**src/rtl/shutter_pkg.sv**
```systemverilog
package shutter_pkg;

    typedef enum logic [2:0] {
        ST_IDLE,
        ST_EXPOSE,
        ST_XFER,
        ST_SETTLE,
        ST_REPORT
    } sh_state_t;

endpackage

```
**src/rtl/trig_sync.sv**
```systemverilog
module trig_sync #(
    parameter int STAGES = 2
) (
    input  logic clk,
    input  logic rst_n,
    input  logic din,
    output logic rise,
    output logic fall
);
    logic [STAGES-1:0] chain;
    logic              last_q;

    genvar g;
    generate
        for (g = 0; g < STAGES; g++) begin : g_stage
            if (g == 0) begin : g_first
                always_ff @(posedge clk) begin
                    if (!rst_n) chain[0] <= 1'b0;
                    else        chain[0] <= din;
                end
            end else begin : g_next
                always_ff @(posedge clk) begin
                    if (!rst_n) chain[g] <= 1'b0;
                    else        chain[g] <= chain[g-1];
                end
            end
        end
    endgenerate

    always_ff @(posedge clk) begin
        if (!rst_n) last_q <= 1'b0;
        else        last_q <= chain[STAGES-1];
    end

    assign rise = chain[STAGES-1] & ~last_q;
    assign fall = ~chain[STAGES-1] & last_q;
endmodule

```
**src/rtl/frame_timer.sv**
```systemverilog
module frame_timer #(
    parameter int CNT_W = 16
) (
    input  logic             clk,
    input  logic             rst_n,
    input  logic [CNT_W-1:0] period,
    output logic             tick
);
    localparam logic [CNT_W-1:0] ONE = CNT_W'(1);

    logic [CNT_W-1:0] cnt;
    logic [CNT_W-1:0] last_idx;

    always_comb begin
        if (period < CNT_W'(2)) last_idx = ONE;
        else                    last_idx = period - ONE;
    end

    assign tick = (cnt >= last_idx);

    always_ff @(posedge clk) begin
        if (!rst_n)    cnt <= '0;
        else if (tick) cnt <= '0;
        else           cnt <= cnt + ONE;
    end
endmodule

```
**src/rtl/expo_clamp.sv**
```systemverilog
module expo_clamp #(
    parameter int CNT_W = 16,
    parameter int PW_W  = 4
) (
    input  logic [CNT_W-1:0] period,
    input  logic [CNT_W-1:0] len,
    input  logic [PW_W-1:0]  width,
    output logic [CNT_W-1:0] len_eff,
    output logic [PW_W-1:0]  width_eff
);
    localparam logic [CNT_W-1:0] ONE = CNT_W'(1);

    logic [CNT_W-1:0] per_eff;

    always_comb begin
        per_eff = (period < CNT_W'(2)) ? CNT_W'(2) : period;
        if (len >= per_eff)   len_eff = per_eff - ONE;
        else if (len == '0)   len_eff = ONE;
        else                  len_eff = len;
        width_eff = (width == '0) ? PW_W'(1) : width;
    end
endmodule

```
**src/rtl/shutter_seq.sv**
```systemverilog
module shutter_seq
    import shutter_pkg::*;
#(
    parameter int CNT_W = 16,
    parameter int PW_W  = 4
) (
    input  logic             clk,
    input  logic             rst_n,
    input  logic             mode_ext,
    input  logic [CNT_W-1:0] frame_period,
    input  logic [CNT_W-1:0] expo_len,
    input  logic [PW_W-1:0]  pulse_w,
    input  logic             ext_trig,
    output logic             pg_n,
    output logic             tx_n,
    output logic             expo_done
);
    localparam logic [CNT_W-1:0] E_ONE = CNT_W'(1);
    localparam logic [PW_W-1:0]  P_ONE = PW_W'(1);
    localparam int               SYNC_STAGES = 2;

    sh_state_t        state, nxt;
    logic             mode_q;
    logic [CNT_W-1:0] eeff_q, ecnt, eeff;
    logic [PW_W-1:0]  weff_q, pcnt, weff;
    logic             tick, trg_rise, trg_fall;
    logic             start_req, close_req;

    trig_sync #(.STAGES(SYNC_STAGES)) u_sync (
        .clk   (clk),
        .rst_n (rst_n),
        .din   (ext_trig),
        .rise  (trg_rise),
        .fall  (trg_fall)
    );

    frame_timer #(.CNT_W(CNT_W)) u_timer (
        .clk    (clk),
        .rst_n  (rst_n),
        .period (frame_period),
        .tick   (tick)
    );

    expo_clamp #(.CNT_W(CNT_W), .PW_W(PW_W)) u_clamp (
        .period    (frame_period),
        .len       (expo_len),
        .width     (pulse_w),
        .len_eff   (eeff),
        .width_eff (weff)
    );

    assign start_req = mode_ext ? trg_rise : tick;
    assign close_req = mode_q ? trg_fall : (ecnt == eeff_q - E_ONE);

    always_comb begin
        nxt = state;
        unique case (state)
            ST_IDLE:   if (start_req) nxt = ST_EXPOSE;
            ST_EXPOSE: if (close_req) nxt = ST_XFER;
            ST_XFER:   if (pcnt == weff_q - P_ONE) nxt = ST_SETTLE;
            ST_SETTLE: nxt = ST_REPORT;
            ST_REPORT: nxt = ST_IDLE;
            default:   nxt = ST_IDLE;
        endcase
    end

    always_ff @(posedge clk) begin
        if (!rst_n) state <= ST_IDLE;
        else        state <= nxt;
    end

    always_ff @(posedge clk) begin
        if (!rst_n) begin
            mode_q <= 1'b0;
            eeff_q <= E_ONE;
            weff_q <= P_ONE;
        end else if (state == ST_IDLE) begin
            mode_q <= mode_ext;
            eeff_q <= eeff;
            weff_q <= weff;
        end
    end

    always_ff @(posedge clk) begin
        if (!rst_n) begin
            ecnt <= '0;
            pcnt <= '0;
        end else if (state != nxt) begin
            ecnt <= '0;
            pcnt <= '0;
        end else begin
            if (state == ST_EXPOSE) ecnt <= ecnt + E_ONE;
            if (pcnt != '1)         pcnt <= pcnt + P_ONE;
        end
    end

    always_comb begin
        pg_n      = !((state == ST_EXPOSE) && (pcnt < weff_q));
        tx_n      = (state != ST_XFER);
        expo_done = (state == ST_REPORT);
    end
endmodule

```
**config.mk**
```make
export PLATFORM = sky130hd
export DESIGN_NAME = shutter_seq
export DESIGN_NICKNAME = d
export VERILOG_FILES = /design/src/rtl/shutter_pkg.sv /design/src/rtl/trig_sync.sv /design/src/rtl/frame_timer.sv /design/src/rtl/expo_clamp.sv /design/src/rtl/shutter_seq.sv
export SDC_FILE = /design/constraint.sdc
export NUM_CORES = 1
export LEC_CHECK = 0
export BUFFER_PORTS_ARGS = -buffer_cell sky130_fd_sc_hd__buf_2
export CAP_MARGIN = 10
export CELL_PAD_IN_SITES_DETAIL_PLACEMENT = 0
export CELL_PAD_IN_SITES_GLOBAL_PLACEMENT = 2
export CORE_ASPECT_RATIO = 1.2
export CORE_MARGIN = 2
export CORE_UTILIZATION = 36
export CTS_CLUSTER_DIAMETER = 120
export DETAILED_ROUTE_END_ITERATION = 16
export PLACE_DENSITY_LB_ADDON = 0.15
export SLEW_MARGIN = 10
export SYNTH_ARGS = -nofsm -noshare
export SYNTH_HDL_FRONTEND = slang
export SYNTH_SLANG_ARGS = --single-unit
```
**constraint.sdc**
```tcl
create_clock -name clk -period 4.4 [get_ports clk]
set_input_delay 0 -clock clk [delete_from_list [all_inputs] [get_ports clk]]
set_output_delay 0 -clock clk [all_outputs]
set_load 0.02 [all_outputs]
```
==> results of run 1 <==
-- how the worst min path moves through the flow --
stage                            start              end  cells after the start
after detailed placement      ext_trig  u_sync.chain[0]                      2
final                      expo_len[4]        eeff_q[4]                      3
after floorplan               ext_trig  u_sync.chain[0]                      1
after global routing       expo_len[4]        eeff_q[4]                      3
after CTS                 expo_len[10]       eeff_q[10]                      3
after global placement        ext_trig  u_sync.chain[0]                      2
-- final cells by class --
class / instances / area [µm²] / area share, %
clock buffer: 9 / 225.2 / 4.144
clock inverter: 7 / 56.30 / 1.036
inverter: 32 / 120.1 / 2.210
multi-input combinational: 476 / 3222 / 59.28
sequential: 63 / 1261 / 23.20
tap: 164 / 205.2 / 3.775
timing repair buffer: 56 / 345.3 / 6.354
-- cell usage after synthesis (3+ instances only) --
| cell type | instances | area share, % |
|---|---|---|
| a211oi_1 | 4 | 0.63 |
| a21boi_0 | 5 | 0.79 |
| a21oi_1 | 15 | 1.6 |
| a31oi_1 | 9 | 1.2 |
| and2_1 | 5 | 0.66 |
| and3_1 | 12 | 1.6 |
| and4_1 | 3 | 0.55 |
| buf_1 | 3 | 0.24 |
| buf_2 | 4 | 0.42 |
| buf_6 | 5 | 1.2 |
| clkbuf_1 | 11 | 0.87 |
| dfxtp_1 | 63 | 27 |
| ha_1 | 43 | 11 |
| inv_1 | 32 | 2.5 |
| mux2i_1 | 9 | 1.9 |
| nand2_1 | 68 | 5.4 |
| nand2b_1 | 4 | 0.53 |
| nand3_1 | 36 | 3.8 |
| nand3b_1 | 5 | 0.79 |
| nand4_1 | 7 | 0.92 |
| nor2_1 | 40 | 3.2 |
| nor2b_1 | 8 | 1.1 |
| nor3_1 | 40 | 4.2 |
| nor3b_1 | 4 | 0.63 |
| nor4_1 | 7 | 0.92 |
| o2111ai_1 | 3 | 0.55 |
| o211ai_1 | 5 | 0.79 |
| o21a_1 | 3 | 0.48 |
| o21ai_0 | 25 | 2.6 |
| o31ai_1 | 5 | 0.79 |
| or2_2 | 10 | 1.3 |
| xnor2_1 | 36 | 6.7 |
| xor2_1 | 30 | 5.5 |
-- flip-flops by register name, indices dropped and copies added (netlist names) --
signal / cells
ecnt: 16
u_sync.chain: 2
mode_q: 1
u_sync.last_q: 1
u_timer.cnt: 16
pcnt: 4
state: 3
eeff_q: 16
weff_q: 4
-- worst reg2reg max path: stages, from the launching register on --
cell and delay (ns):
dfxtp_1 0.45, inv_1 0.07, ha_1 0.31, xnor2_1 0.12
a2111oi_0 0.43, nand4b_1 0.17, nor4_2 0.20, o2111ai_1 0.27
o21ai_2 0.77, nor3_1 0.12
-- cell families (layout without fill, tap and decap cells) --
kind of cell               count (synthesis)  in the layout  synth area share, %
and+or+nand+nor                          268            268                29.86
AOI/OAI and AO/OA                         90             90                12.57
xor gates and xnor gates                  66             66                12.20
DFF                                       63             63                26.61
buffers and inverters                     57            104                5.517
adders and majority gates                 43             43                11.35
muxes                                      9              9                1.901
-- power by group --
group | leakage, nW | internal, W | switching, W
combinational | 1.63 | 0.000151 | 0.000190
clock | 0.125 | 0.000386 | 0.000282
sequential | 0.515 | 0.000602 | 0.0000474
total | 2.27 | 0.00114 | 0.000520
-- metrics by stage --
step / worst slack, ns / total power, W / instance area (µm²) / utilization [%]
6_report: 0.9113 / 0.001660 / 5435 / 42.53
4_1_cts: 0.8694 / 0.001685 / 5435 / 42.53
5_1_grt: 0.4564 / 0.001748 / 5435 / 42.53
3_5_place_dp: 0.5411 / 0.0009984 / 5034 / 39.38
3_3_place_gp: 0.6226 / 0.0009920 / 5034 / 39.38
2_1_floorplan: 1.330 / 0.0008967 / 4740 / -
-- layer usage --
| layer | global-route usage (%) | vias to the layer above | share of wire, % |
|---|---|---|---|
| met5 | 0 | - | 0 |
| li1 | - | 2195 | - |
| met1 | 23.21 | 1938 | 46 |
| met4 | 6.637 | 0 | 2.1 |
| met3 | 3.047 | 17 | 2.0 |
| met2 | 32.72 | 45 | 50 |
==> results.yml, run 1 <==
sta:
  grt_setup_unrepaired: "false"
  drv_slew: 0
  finalCritPeriodShare_pct: 79.29
  whs_ns: 0.04252
  fin_worst_skew_ns: 0.009701
  slew_headroom_pct: 42.18
  hold_viol: 0
  setup_viol: 0
  fmax_mhz: 286.6
  tns_ns: 0
  worst_slew_pin_slew_ns: 0.8671
  finalCriticalPeriod_ns: 3.489
synth:
  ys_ff_latch: 63
  synth-edff-count: 0
  ys.flop_type: "dfxtp_1"
  synthArstFlopShare_pct: 0
  yosysUniqueCellTypes: 65
  yosysSeqAreaShare_pct: 26.61
  synth_cells: 596
  synthesis.area_um2: 4740
  synth_warnings: 0
  avgSynthCellArea_um2: 7.952
  synth_nets: 679
flow_run:
  maxCapViolations: 0
floorplanning:
  rows: 45
  die_width_um: 108.7
  die_area_um2: 14100
  coreArea_um2: 12780
  fp.dieH_um: 129.7
  start_util_pct: 37.08
  ios: 43
critical_path:
  rr_endpoint: "ecnt[3]"
  crit_path_max_incr_delay_ns: 0.46
  crit_path_max_fanout: 20
  worst-path-buf-inv: 1
  cp_num_cells: 14
  worstReg2RegStart: "eeff_q[0]"
  ff2ff_path_depth: 9
  cp-end-kind: "register"
  crit_end: "ecnt[3]"
  critPathTopFamily: "simple AND/OR/NAND/NOR gates"
  crit_slowest_cell: "or2_1"
  arrival_ns: 3.74
  cp-startpoint: "frame_period[5]"
  required_ns: 4.65
  start_kind: "input port"
  ff2ff_setup_slack_ns: 1.34
  worstPathCellList: "buf_2 > nor4_4 > and4_1 > nor4b_4 > nor3_1 > a21oi_1 > ha_1 > a21oi_1 > o21ai_0 > a2111oi_2 > o221ai_1 > a31o_2 > or2_1 > nor3_1"
  critPathKind: "input port to register"
routing:
  wl_per_cell_um: 15.42
  dr.pass1.iters: 4
  drc: 0
  vias_per_cell: 5.198
  dr_total_vias: 4195
  drtIter0Drc: 149
  drtAntennaViolNets: 0
  wirelength_mm: 12.44
grt:
  grt_max_degree: 31
  track_usage_pct: 18.73
  grt_first_pass_wirelength_mm: 20.49
  grt_pass1_vias: 4102
  grt.overflow.total: 0
  grt_antenna_before_repair: 0
final_layout:
  final_cells: 807
  drive_above_1_share_pct: 12.91
  fin_nets: 721
  final_cell_mix: "nand2_1, dfxtp_1, ha_1, buf_2, nor2_1"
  final_common_cell: "nand2_1"
  fill_cells: 1293
  area_growth_pct: 14.68
  antenna_cells: 0
status:
  outcome: "finished clean"
pwr:
  power_density_nw_per_um2: 305.3
  static-leakage-power_nw: 2.271
  peakVddDrop_mv: 0.2209
placement:
  io_buffers: 42
  placed_cells: 779
  gp_congestion: 0.8762
  place_hpwl_mm: 9.790
cts:
  clock_path_buffers: 2
  cts_tree: "built"
  cts_setup_buffers: 0
  cts_max_level: 3
  cts_buffers: 9
  cts_root_buffer: "clkbuf_16"
  clock-sinks: 63
  hold_buffers: 12
  clk_pin_slew_ns: 0.06
  ctsResizeCount: 0
  clock_latency_ns: 0.34
min_path:
  hp-class: "input port to register"
(Power assumes the default switching activity.)
==> inputs of run 2 (changes only) <==
- clock period: 4.4 -> 3.6 ns (I/O delays scaled with it)
==> run 2 against run 1 <==
Against the previous run:
- clock power up 72%
- global-route usage up 0.41 points
- worst setup slack worse by 0.50 ns
- cell area up 3.6%
- die area unchanged
- routed wire length down 0.73%
- sequential share of layout area down 0.80 points
==> results.yml, run 2 (synthesis results as in run 1) <==
critical_path:
  arrival_ns: 3.44
  cp-end-kind: "register"
  critPathTopFamily: "simple AND/OR/NAND/NOR gates"
  rr_endpoint: "pcnt[3]"
  crit_path_max_incr_delay_ns: 0.41
  start_kind: "input port"
  ff2ff_path_depth: 9
  worstPathCellList: "buf_2 > nor4_4 > and4_1 > buf_4 > a21oi_1 > or2_2 > ha_1 > a21oi_1 > o21ai_0 > a2111oi_2 > o221ai_1 > a31o_2 > or2_1 > buf_4 > nor3_1"
  worst-path-buf-inv: 3
  crit_path_max_fanout: 20
  crit_end: "pcnt[3]"
  critPathKind: "input port to register"
  ff2ff_setup_slack_ns: 0.92
  worstReg2RegStart: "u_timer.cnt[9]"
  cp-startpoint: "frame_period[5]"
  crit_slowest_cell: "a2111oi_2"
  required_ns: 3.85
  cp_num_cells: 15
grt:
  met1_usage_pct: 22.87
  grt_max_degree: 31
  grt_pass1_vias: 4259
  grt_busiest_layer: "met2"
  grt_use_met2_pct: 32.24
  grt.overflow.total: 0
  grt_antenna_before_repair: 0
  grt_util_met3_pct: 3.896
  track_usage_pct: 19.14
  grt_first_pass_wirelength_mm: 20.69
cts:
  cts_tree: "built"
  cts_buffers: 9
  cts_setup_buffers: 0
  clock_latency_ns: 0.34
  clock_path_buffers: 2
  clk_pin_slew_ns: 0.05
  clock-sinks: 63
  cts_max_level: 3
  cts_root_buffer: "clkbuf_16"
sta:
  drv_slew: 0
  setup_viol: 0
  hold_viol: 0
  setup_ws_ns: 0.4117
  finalCritPeriodShare_pct: 88.56
  finalCriticalPeriod_ns: 3.188
  tns_ns: 0
  grt_setup_unrepaired: "false"
  fmax_mhz: 313.7
  fin_worst_skew_ns: 0.007279
  worst_slew_pin_slew_ns: 0.6334
  slew_headroom_pct: 57.38
routing:
  drc: 0
  wl_per_cell_um: 15.10
  dr.pass1.iters: 4
  vias_per_cell: 5.183
  dr_total_vias: 4240
  drtAntennaViolNets: 0
  drtIter0Drc: 182
  wirelength_mm: 12.35
placement:
  place_area_um2: 5116
  gp_congestion: 0.8827
  place_hpwl_mm: 9.893
  io_buffers: 42
  preCtsSetupSlack_ns: 0.05652
floorplanning:
  coreArea_um2: 12780
  rows: 45
  die_area_um2: 14100
  ios: 43
  start_util_pct: 37.08
  fp.dieH_um: 129.7
  die_width_um: 108.7
pwr:
  power_density_nw_per_um2: 419.9
  peakVddDrop_mv: 0.3066
  static-leakage-power_nw: 2.396
final_layout:
  design_area_um2: 5630
  antenna_cells: 0
  area_growth_pct: 18.80
  reg.largest.list: "ecnt (16), eeff_q (16), u_timer.cnt (16)"
  fin_nets: 732
  fill_cells: 1290
  drive_above_1_share_pct: 14.37
  final_cell_mix: "nand2_1, dfxtp_1, ha_1, buf_2, nor2_1"
  final_common_cell: "nand2_1"
min_path:
  hold_start: "expo_len[2]"
  hp-class: "input port to register"
flow_run:
  maxCapViolations: 0
status:
  outcome: "finished clean"
run 2: cell count changes in the layout (fill, tap and decap cells not counted):
cell        change
bufinv_16       +5
buf_4          +11
clkbuf_8        +1
inv_6           -3
clkinvlp_4      -4
clkinv_2        +1
run 2: what timing repair did:
action                                  in CTS  in global routing
hold buffers                                12                  0
endpoints found under the setup margin       0                  0
hold endpoints to repair                    12                  0
resized for setup                            0                  0
run 2: per-layer routing:
metal  up-vias  part of all wire, %  routed length (µm)
met5         -                    0                   0
met4         0                  3.7                 451
met3        23                  2.9                 364
met2        76                   49                5998
met1      1936                   45                5534
li1       2205                    -                   -
run 2: power breakdown:
part / total, W / switching [W] / internal [W]
Combinational: 0.000420 / 0.000230 / 0.000189
Clock: 0.00115 / 0.000317 / 0.000834
Sequential: 0.000794 / 0.0000572 / 0.000736
run 2: cell type report:
class | instances | area (µm²) | area share, %
timing repair buffer | 67 | 427.9 | 7.600
clock buffer | 10 | 239.0 | 4.244
tap | 164 | 205.2 | 3.644
multi-input combinational | 476 | 3222 | 57.22
clock inverter | 6 | 155.1 | 2.756
inverter | 32 | 120.1 | 2.133
sequential | 63 | 1261 | 22.40
run 2: worst reg2reg max path, delay by kind of cell, from the launching register on:
family          cells  cell delay [ns]
simple gates        2             0.43
buf+inv             1             0.21
compound gates      5             1.21
fa+ha+maj           1             0.29
flops               1             0.46
run 2: metrics by stage:
step           power, W  instances  hold WS (ns)  utilization, %
3_5_place_dp   0.001222        790        0.2148           40.03
3_3_place_gp   0.001216        790        0.2075           40.03
6_report       0.002364        818       0.01589           44.05
5_1_grt        0.002493        818       0.04819           44.05
2_1_floorplan  0.001096        596        0.1273               -
4_1_cts        0.002396        818       0.01526           44.05
run 2: worst min-delay path by stage:
stage / end / slack, ns / depth (start not counted)
3_5_place_dp: u_sync.chain[0] / 0.21 / 2
2_1_floorplan: u_sync.chain[0] / 0.13 / 1
5_1_grt: eeff_q[12] / 0.05 / 3
3_3_place_gp: u_sync.chain[0] / 0.21 / 2
6_report: eeff_q[2] / 0.02 / 3
4_1_cts: eeff_q[2] / 0.02 / 3
==> inputs of run 3 (changes only) <==
- CAP_MARGIN: 10 -> default
- MAX_ROUTING_LAYER: default -> met4
==> run 3 against run 2 <==
Against the previous run:
- fmax decreased by 0.24%
- clock skew about the same
- hold slack improved by 0.0010 ns
- power decreased by 0.13%
- first-iteration DRC count increased by 3.8%
- global-route usage increased by 0.57 points
- final cell count unchanged
- critical path depth unchanged
- core utilization unchanged
- critical endpoint unchanged
==> results.yml, run 3 (synthesis results as in run 1) <==
status:
  outcome: "finished clean"
pwr:
  combinationalPowerShare_pct: 17.7
  clkPwrFrac_pct: 48.7
  sequentialPowerShare_pct: 33.6
  static-leakage-power_nw: 2.396
  power_density_nw_per_um2: 419.3
  peakVddDrop_mv: 0.3065
  switchingPower_w: 0.0006016
  switching_share_pct: 25.48
  internal-power_w: 0.001759
critical_path:
  ff2ff_setup_slack_ns: 0.93
  start_kind: "input port"
  worstReg2RegStart: "u_timer.cnt[9]"
  crit_path_max_incr_delay_ns: 0.40
  cp_num_cells: 15
  ff2ff_path_depth: 9
  critPathKind: "input port to register"
  rr_endpoint: "pcnt[3]"
  critPathTopFamily: "simple AND/OR/NAND/NOR gates"
  arrival_ns: 3.45
  crit_slowest_cell: "a2111oi_2"
  crit_path_max_fanout: 20
  crit_end: "pcnt[3]"
  cp-startpoint: "frame_period[5]"
  required_ns: 3.85
  cp-end-kind: "register"
  worst-path-buf-inv: 3
  worstPathCellList: "buf_2 > nor4_4 > and4_1 > buf_4 > a21oi_1 > or2_2 > ha_1 > a21oi_1 > o21ai_0 > a2111oi_2 > o221ai_1 > a31o_2 > or2_1 > buf_4 > nor3_1"
cts:
  clock_path_buffers: 2
  cts_setup_buffers: 0
  clock_latency_ns: 0.34
  cts_buffers: 9
  clock-sinks: 63
  cts_root_buffer: "clkbuf_16"
  cts_max_level: 3
  cts_tree: "built"
  clk_pin_slew_ns: 0.05
final_layout:
  area_growth_pct: 18.80
  reg.largest.list: "ecnt (16), eeff_q (16), u_timer.cnt (16)"
  fin_nets: 732
  fill_cells: 1290
  antenna_cells: 0
  final_cell_mix: "nand2_1, dfxtp_1, ha_1, buf_2, nor2_1"
  drive_above_1_share_pct: 14.37
  final_common_cell: "nand2_1"
  design_area_um2: 5630
floorplanning:
  rows: 45
  die_area_um2: 14100
  fp.dieH_um: 129.7
  coreArea_um2: 12780
  ios: 43
  start_util_pct: 37.08
  die_width_um: 108.7
placement:
  place_area_um2: 5116
  io_buffers: 42
  gp_congestion: 0.8974
  place_hpwl_mm: 9.893
routing:
  drc: 0
  drtIter0Drc: 189
  drtAntennaViolNets: 0
  wirelength_mm: 12.33
  dr.pass1.iters: 5
  vias_per_cell: 5.153
  wl_per_cell_um: 15.08
  dr_total_vias: 4215
flow_run:
  maxCapViolations: 0
sta:
  worst_slew_pin_slew_ns: 0.6151
  finalCriticalPeriod_ns: 3.196
  slew_headroom_pct: 58.62
  setup_viol: 0
  fmax_mhz: 312.9
  finalCritPeriodShare_pct: 88.78
  fin_worst_skew_ns: 0.007218
  hold_viol: 0
  drv_slew: 0
  tns_ns: 0
  grt_setup_unrepaired: "false"
grt:
  track_usage_pct: 19.71
  grt.overflow.total: 0
  grt_antenna_before_repair: 0
  grt_pass1_vias: 4259
  grt_max_degree: 31
  grt_first_pass_wirelength_mm: 20.69
min_path:
  hp-class: "input port to register"
[run 3: cell counts in the layout (fill, tap and decap cells not counted)]
No cell type changed its count.
[run 3: cell type report]
type,instances,area [µm²],area share [%]
multi-input combinational,476,3222,57.22
sequential,63,1261,22.40
timing repair buffer,67,427.9,7.600
clock buffer,10,239.0,4.244
tap,164,205.2,3.644
clock inverter,6,155.1,2.756
inverter,32,120.1,2.133
[run 3: worst min-delay path by stage]
stage / startpoint / slack [ns] / to / cells past startpoint
floorplan: ext_trig / 0.13 / u_sync.chain[0] / 1
global placement: ext_trig / 0.21 / u_sync.chain[0] / 2
detailed placement: ext_trig / 0.21 / u_sync.chain[0] / 2
CTS: expo_len[2] / 0.02 / eeff_q[2] / 3
global route: expo_len[12] / 0.05 / eeff_q[12] / 3
finish: expo_len[2] / 0.02 / eeff_q[2] / 3
[run 3: per-stage QoR]
stage          util, %  setup WS [ns]  hold WS (ns)  total power (W)  instances
2_1_floorplan        -         0.5305        0.1273         0.001096        596
3_3_place_gp     40.03         0.1558        0.2075         0.001216        790
6_report         44.05         0.4040       0.01692         0.002361        818
3_5_place_dp     40.03        0.05652        0.2148         0.001222        790
4_1_cts          44.05         0.4103       0.01526         0.002396        818
5_1_grt          44.05         0.1323       0.04817         0.002493        818
[run 3: worst reg2reg max path, stage by stage, from the launching register on]
cell and delay, ns:
dfxtp_1 0.46, ha_1 0.29, a21oi_1 0.12, o21ai_0 0.18
a2111oi_2 0.40, o221ai_1 0.21, a31o_2 0.29, or2_1 0.21
buf_4 0.21, nor3_1 0.22
[run 3: metal layers]
layer,routed length (µm),global-route usage (%),up-vias
met1,5580,23.05,1923
met2,5965,32.24,64
met3,337,3.596,25
met4,450,10.11,0
met5,0,-,-
li1,-,-,2203
[run 3: what timing repair did]
action                                 4_1_cts  5_1_grt
setup endpoints to repair                    0        0
gates resized for setup                      0        0
hold buffers                                12        0
endpoints found under the hold margin       12        0
[run 3: power groups by stage]
stage	Combinational [W]	Sequential [W]	Clock, W
3_3_place_gp	0.000408	0.000808	0
4_1_cts	0.000425	0.000793	0.00118
6_report	0.000419	0.000793	0.00115
3_5_place_dp	0.000414	0.000808	0
5_1_grt	0.000478	0.000802	0.00121
2_1_floorplan	0.000309	0.000787	0
